--- src/rtl/cap_walk_pkg.sv ---
package cap_walk_pkg;

    localparam int CFG_DW_W = 10;   // dword index across 4 KB
    localparam int CAP_ID_W = 16;

    typedef enum logic [2:0] {
        S_IDLE,
        S_HEAD_REQ,
        S_HEAD_WAIT,
        S_HDR_REQ,
        S_HDR_WAIT,
        S_EVAL,
        S_DONE
    } walk_state_e;

    typedef struct packed {
        logic [CAP_ID_W-1:0] id;
        logic [CFG_DW_W-1:0] next_dw;
        logic                next_zero;
        logic                next_low;
    } hdr_fields_t;

endpackage

--- src/rtl/cap_hdr_decode.sv ---
module cap_hdr_decode
    import cap_walk_pkg::*;
(
    input  logic [31:0] hdr,
    input  logic        is_ext,
    output hdr_fields_t fields
);

    // Version and the low pointer bits play no part in the walk.
    logic unused_hdr_bits;
    assign unused_hdr_bits = ^{hdr[21:16]};

    always_comb begin
        if (is_ext) begin
            fields.id        = hdr[15:0];
            fields.next_dw   = hdr[31:22];
            fields.next_zero = (hdr[31:22] == '0);
            fields.next_low  = (hdr[31:22] != '0) && (hdr[31:28] == '0);
        end else begin
            fields.id        = {8'h00, hdr[7:0]};
            fields.next_dw   = {4'h0, hdr[15:10]};
            fields.next_zero = (hdr[15:10] == '0);
            fields.next_low  = (hdr[15:10] != '0) && (hdr[15:14] == 2'b00);
        end
    end

endmodule

--- src/rtl/cap_hop_count.sv ---
module cap_hop_count #(
    parameter int STD_HOP_LIMIT = 48,
    parameter int EXT_HOP_LIMIT = 960
) (
    input  logic clk,
    input  logic rst_n,
    input  logic clr,
    input  logic inc,
    input  logic is_ext,
    output logic at_limit
);

    localparam int MAX_LIM = (EXT_HOP_LIMIT > STD_HOP_LIMIT) ? EXT_HOP_LIMIT : STD_HOP_LIMIT;
    localparam int CNT_W   = $clog2(MAX_LIM + 1);
    localparam logic [CNT_W-1:0] STD_LIM_C = CNT_W'(STD_HOP_LIMIT);
    localparam logic [CNT_W-1:0] EXT_LIM_C = CNT_W'(EXT_HOP_LIMIT);

    logic [CNT_W-1:0] hops_q;
    logic [CNT_W-1:0] lim;

    assign lim      = is_ext ? EXT_LIM_C : STD_LIM_C;
    assign at_limit = (hops_q >= lim);

    always_ff @(posedge clk) begin
        if (!rst_n) begin
            hops_q <= '0;
        end else if (clr) begin
            hops_q <= '0;
        end else if (inc && !at_limit) begin
            hops_q <= hops_q + 1'b1;
        end
    end

    // header reads never exceed the selected budget
    p_hop_bound_r8: assert property (@(posedge clk) disable iff (!rst_n)
        inc |-> !at_limit);

endmodule

--- src/rtl/cap_walker.sv ---
module cap_walker
    import cap_walk_pkg::*;
#(
    parameter int STD_HOP_LIMIT = 48,
    parameter int EXT_HOP_LIMIT = 960
) (
    input  logic                clk,
    input  logic                rst_n,
    input  logic                start,
    input  logic [CAP_ID_W-1:0] target_id,
    input  logic                ext_sel,
    output logic                busy,
    output logic                done,
    output logic                found,
    output logic                err_loop,
    output logic                err_ptr,
    output logic [CFG_DW_W-1:0] match_dw,
    output logic [31:0]         match_hdr,
    output logic                req_valid,
    input  logic                req_ready,
    output logic [CFG_DW_W-1:0] req_addr,
    input  logic                rsp_valid,
    output logic                rsp_ready,
    input  logic [31:0]         rsp_data
);

    localparam logic [CFG_DW_W-1:0] HEAD_DW     = CFG_DW_W'(13);  // byte 34h
    localparam logic [CFG_DW_W-1:0] EXT_BASE_DW = CFG_DW_W'(64);  // byte 100h

    walk_state_e state, nxt;

    logic [CAP_ID_W-1:0] tgt_q;
    logic                ext_q;
    logic                first_q;
    logic [CFG_DW_W-1:0] cur_dw;
    logic [31:0]         hdr_q;

    hdr_fields_t dec;
    logic [31:0] dec_in;
    logic        dec_ext;
    logic        at_limit;
    logic        take;
    logic        head_rsp;
    logic        hdr_rsp;
    logic        is_match;
    logic        ext_empty;
    logic        eval_stop;

    assign take     = (state == S_IDLE) && start;
    assign head_rsp = (state == S_HEAD_WAIT) && rsp_valid;
    assign hdr_rsp  = (state == S_HDR_WAIT) && rsp_valid;

    // The head byte is fed through the standard decoder as if it were a next field.
    assign dec_in  = (state == S_HEAD_WAIT) ? {16'h0000, rsp_data[7:0], 8'h00} : hdr_q;
    assign dec_ext = (state == S_HEAD_WAIT) ? 1'b0 : ext_q;

    cap_hdr_decode dec_i (
        .hdr    (dec_in),
        .is_ext (dec_ext),
        .fields (dec)
    );

    cap_hop_count #(
        .STD_HOP_LIMIT (STD_HOP_LIMIT),
        .EXT_HOP_LIMIT (EXT_HOP_LIMIT)
    ) hop_i (
        .clk      (clk),
        .rst_n    (rst_n),
        .clr      (take),
        .inc      (hdr_rsp),
        .is_ext   (ext_q),
        .at_limit (at_limit)
    );

    assign is_match  = (dec.id == tgt_q);
    assign ext_empty = ext_q && first_q && (hdr_q == 32'h0);
    assign eval_stop = ext_empty || is_match || dec.next_zero || dec.next_low || at_limit;

    // State register
    always_ff @(posedge clk) begin
        if (!rst_n) state <= S_IDLE;
        else        state <= nxt;
    end

    // Transitions
    always_comb begin
        nxt = state;
        unique case (state)
            S_IDLE:      if (start)     nxt = ext_sel ? S_HDR_REQ : S_HEAD_REQ;
            S_HEAD_REQ:  if (req_ready) nxt = S_HEAD_WAIT;
            S_HEAD_WAIT: if (rsp_valid) nxt = (dec.next_zero || dec.next_low) ? S_DONE : S_HDR_REQ;
            S_HDR_REQ:   if (req_ready) nxt = S_HDR_WAIT;
            S_HDR_WAIT:  if (rsp_valid) nxt = S_EVAL;
            S_EVAL:      nxt = eval_stop ? S_DONE : S_HDR_REQ;
            S_DONE:      nxt = S_IDLE;
            default:     nxt = S_IDLE;
        endcase
    end

    // Outputs decoded from state
    always_comb begin
        req_valid = (state == S_HEAD_REQ) || (state == S_HDR_REQ);
        rsp_ready = (state == S_HEAD_WAIT) || (state == S_HDR_WAIT);
        done      = (state == S_DONE);
        busy      = (state != S_IDLE);
        req_addr  = cur_dw;
    end

    // Walk context
    always_ff @(posedge clk) begin
        if (!rst_n) begin
            tgt_q   <= '0;
            ext_q   <= 1'b0;
            first_q <= 1'b0;
            cur_dw  <= '0;
            hdr_q   <= '0;
        end else begin
            if (take) begin
                tgt_q   <= target_id;
                ext_q   <= ext_sel;
                first_q <= 1'b1;
                cur_dw  <= ext_sel ? EXT_BASE_DW : HEAD_DW;
            end
            if (head_rsp) cur_dw <= dec.next_dw;
            if (hdr_rsp)  hdr_q  <= rsp_data;
            if (state == S_EVAL) begin
                first_q <= 1'b0;
                if (!eval_stop) cur_dw <= dec.next_dw;
            end
        end
    end

    // Result registers
    always_ff @(posedge clk) begin
        if (!rst_n || take) begin
            found     <= 1'b0;
            err_loop  <= 1'b0;
            err_ptr   <= 1'b0;
            match_dw  <= '0;
            match_hdr <= '0;
        end else if (head_rsp) begin
            if (dec.next_low) err_ptr <= 1'b1;
        end else if (state == S_EVAL && !ext_empty) begin
            if (is_match) begin
                found     <= 1'b1;
                match_dw  <= cur_dw;
                match_hdr <= hdr_q;
            end else if (dec.next_zero) begin
                found <= 1'b0;
            end else if (dec.next_low) begin
                err_ptr <= 1'b1;
            end else if (at_limit) begin
                err_loop <= 1'b1;
            end
        end
    end

    // no second request while a response is owed
    p_one_outstanding_r9: assert property (@(posedge clk) disable iff (!rst_n)
        (req_valid && req_ready) |=> !req_valid);

    // pending request holds valid and address
    p_req_hold_r12: assert property (@(posedge clk) disable iff (!rst_n)
        (req_valid && !req_ready) |=> (req_valid && $stable(req_addr)));

    // done is a single-cycle pulse
    p_done_pulse_r11: assert property (@(posedge clk) disable iff (!rst_n)
        done |=> !done);

    // outcome flags are exclusive
    p_flags_excl_r11: assert property (@(posedge clk) disable iff (!rst_n)
        $onehot0({found, err_loop, err_ptr}));

    // extended reads stay in the extended region
    p_ext_region_r3: assert property (@(posedge clk) disable iff (!rst_n)
        (req_valid && ext_q) |-> (req_addr >= EXT_BASE_DW));

    // standard reads stay in the low 256 bytes
    p_std_region_r7: assert property (@(posedge clk) disable iff (!rst_n)
        (req_valid && !ext_q) |-> (req_addr < EXT_BASE_DW));

endmodule

--- config.mk ---
export PLATFORM = sky130hd
export DESIGN_NAME = cap_walker
export DESIGN_NICKNAME = d
export VERILOG_FILES = /design/src/rtl/cap_walk_pkg.sv /design/src/rtl/cap_hdr_decode.sv /design/src/rtl/cap_hop_count.sv /design/src/rtl/cap_walker.sv
export SDC_FILE = /design/constraint.sdc
export NUM_CORES = 1
export LEC_CHECK = 0
export ABC_AREA = 1
export ABC_CLOCK_PERIOD_IN_PS = 5700
export BUFFER_PORTS_ARGS = -buffer_cell sky130_fd_sc_hd__buf_2
export CAP_MARGIN = 20
export CORE_MARGIN = 5
export CORE_UTILIZATION = 50
export CTS_BUF_LIST = sky130_fd_sc_hd__clkbuf_16
export DETAILED_ROUTE_END_ITERATION = 7
export GPL_TIMING_DRIVEN = 1
export PLACE_DENSITY = 0.74
export SLEW_MARGIN = 15
export SYNTH_ARGS = -nofsm -noshare
export SYNTH_HDL_FRONTEND = slang
export SYNTH_SLANG_ARGS = --single-unit
--- constraint.sdc ---
create_clock -name clk -period 5.7 [get_ports clk]
set_input_delay 0.855 -clock clk [delete_from_list [all_inputs] [get_ports clk]]
set_output_delay 0.855 -clock clk [all_outputs]
set_load 0.01 [all_outputs]
==> results.json <==
{
  "status": "completed",
  "yosysTopAreaCellShare_pct": 43.1,
  "cts.hold.buffers_added": 0,
  "gr-usage-met1_pct": 29.2,
  "synth_cells": 767,
  "grt_max_degree": 60,
  "initial_utilization_pct": 50.7,
  "grt_overflow": 0,
  "yosysWarnings": 0,
  "postLayoutCellArea_um2": 6610,
  "synth_area_per_cell_um2": 7.14,
  "drv_slew": 0,
  "htreeDepth": 4,
  "critPathRequiredTime_ns": 6.04,
  "diodes": 0,
  "final_cells": 1017,
  "root_buffer": "clkbuf_16",
  "ir_drop_mv": 0.230,
  "cts_setup_buffers": 0,
  "clk_latency_ns": 0.42,
  "area_growth_pct": 20.7,
  "critPathCaptureType": "flip-flop",
  "yosysMostFrequentCell": "inv_1",
  "port_buffers": 112,
  "finClkSkew_ns": 0.00818,
  "grtUsageMet2_pct": 37.0,
  "hpwlAfterDp_mm": 10.0,
  "syn_nets": 829,
  "die_w_um": 115,
  "io_pins": 113,
  "drive_gt1_share_pct": 19.8,
  "max_freq_mhz": 318,
  "finalSetupTns_ns": 0,
  "ys.flop_type": "dfxtp_1",
  "synth_common_cells": "120 x inv_1, 118 x a21oi_1, 118 x dfxtp_1, 114 x nand2_1, 98 x o21ai_0",
  "cts_inserted_buffers": 17,
  "top_usage_layer": "met2",
  "multi_input_area_um2": 2420,
  "critPathLaunchType": "flip-flop",
  "fin_crit_ns": 3.14,
  "grt_usage_pct": 22.6,
  "vias": 5283,
  "nFillCells": 1022,
  "synth-edff-count": 0,
  "final_hold_viol_count": 0,
  "postSynth.asyncResetShare_pct": 0,
  "wl_per_cell_um": 14.3,
  "die_height_um": 115,
  "crit_arrival_ns": 3.48,
  "worstSetupPathType": "reg -> reg",
  "relSlewSlack_pct": 47.3,
  "total_power_mw": 2.92,
  "dr.pass1.iters": 5,
  "max_slew.worst_pin.slew_ns": 0.790,
  "cts_resized": 0,
  "clock_path_buffers": 2,
  "fin_crit_sh_pct": 55.2,
  "clock-sinks": 118,
  "placedInstanceArea_um2": 6030,
  "synth_top_cells_by_area": "dfxtp_1 43%, a21oi_1 11%, o21ai_0 9.0%",
  "drv_cap": 0,
  "setup_viol": 0,
  "powerDensity_nw_per_um2": 442,
  "seq_area_um2": 2360,
  "grt_antenna_before_repair": 0,
  "r2r_cells": 9,
  "rsz0062_at_grt": "false",
  "whs_path_depth": 2,
  "drc": 0,
  "placed_cells": 985,
  "synth.cell_area_um2": 5480,
  "viasPerCell": 5.19,
  "row_count": 38,
  "ys_types": 38,
  "grt_pass1_wl_mm": 23.6,
  "clk_pin_slew_ns": 0.06,
  "antenna_left": 0,
  "synth-seq-cells": 118,
  "die_area_um2": 13100,
  "yosysSeqAreaShare_pct": 43.1,
  "p_leak_nw": 2.79,
  "place.gp.congestion": 0.875,
  "hold_class": "reg -> reg",
  "cts_tree": "yes",
  "fin_nets": 926,
  "cp_max_fo": 50,
  "grt_pass1_vias": 4911,
  "grt_use_met3_pct": 5.50,
  "wirelength_mm": 14.5,
  "coreArea_um2": 10800,
  "initialDrtViolationCount": 244,
  "yosysTopAreaCell": "dfxtp_1"
}
cells by family (layout without fill, tap and decap cells):
family | after synthesis | count (layout) | synth area share, %
AO/OA/AOI/OAI | 228 | 228 | 21.4
XOR/XNOR | 1 | 1 | 0.160
adder cells (fa/ha/maj) | 8 | 8 | 1.83
buffers and inverters | 168 | 278 | 12.6
flip-flops | 118 | 118 | 43.1
AND/OR/NAND/NOR | 244 | 244 | 20.8
report_power, final:
part / internal [mW] / switching (mW)
clock network: 0.645 / 0.406
registers: 0.919 / 0.0874
logic: 0.280 / 0.586
routing by layer:
metal / vias up / part of all wire (%)
li1: 2692 / -
met1: 2424 / 45
met2: 147 / 47
met3: 20 / 5.8
met4: 0 / 1.5
met5: - / 0
sequential cells by signal, summed over array words and instances, names as in the netlist:
signal / cells
state: 3
ext_q: 1
err_loop: 1
match_hdr: 32
tgt_q: 16
req_addr: 10
hdr_q: 32
hop_i.hops_q: 10
err_ptr: 1
match_dw: 10
found: 1
first_q: 1
through the flow:
step | hold slack [ns] | setup WS, ns | utilization (%)
floorplan | 0.440 | 3.40 | -
global placement | 0.432 | 2.68 | 55.9
detailed placement | 0.433 | 2.61 | 55.9
CTS | 0.443 | 2.54 | 61.3
global route | 0.457 | 2.25 | 61.3
finish | 0.440 | 2.56 | 61.3
cells in the final DEF, fill, tap and decap left out, types with 2 or more instances in the layout:
| cell type | instances |
|---|---|
| o21ai_1 | 5 |
| buf_2 | 112 |
| a211oi_1 | 3 |
| o21ai_0 | 98 |
| nor3_1 | 6 |
| clkinv_2 | 3 |
| nor2_1 | 45 |
| clkinvlp_4 | 3 |
| clkinv_4 | 2 |
| clkbuf_16 | 17 |
| nand3_4 | 2 |
| buf_4 | 2 |
| nor2_2 | 7 |
| ha_1 | 8 |
| clkinv_1 | 3 |
| dfxtp_1 | 118 |
| bufinv_16 | 2 |
| inv_2 | 9 |
| nor4_1 | 3 |
| inv_6 | 4 |
| nand3_1 | 39 |
| nand2_2 | 2 |
| nand2_1 | 114 |
| a21oi_1 | 118 |
| nor3_2 | 2 |
| inv_1 | 120 |
| nand4_1 | 16 |
path summary, 6_finish.rpt:
| kind | startpoint | endpoint | slack (ns) |
|---|---|---|---|
| worst min-delay path | match_hdr[19] | match_hdr[19] | 0.44 |
| worst max-delay path | ext_q | match_hdr[1] | 2.56 |
| worst min register to register | match_hdr[19] | match_hdr[19] | 0.44 |
| worst max register to register | ext_q | match_hdr[1] | 2.56 |
worst max-delay path: stages (launching register included):
cell and delay (ns):
dfxtp_1 0.80, inv_2 0.19, nor4_1 0.22, nand3b_1 0.12, nor2_2 0.24, nor2_1 0.13, nand3_2 0.50, buf_4 0.51
o21ai_0 0.16, a21oi_1 0.16
final cells by class:
cell class	count	share of cell area (%)
Clock inverter	15	2.33
Sequential cell	118	35.7
Inverter	132	7.53
Multi-Input combinational cell	481	36.6
Timing Repair Buffer	114	8.71
Tap cell	140	2.65
Clock buffer	17	6.43
(Power assumes the default switching activity.)
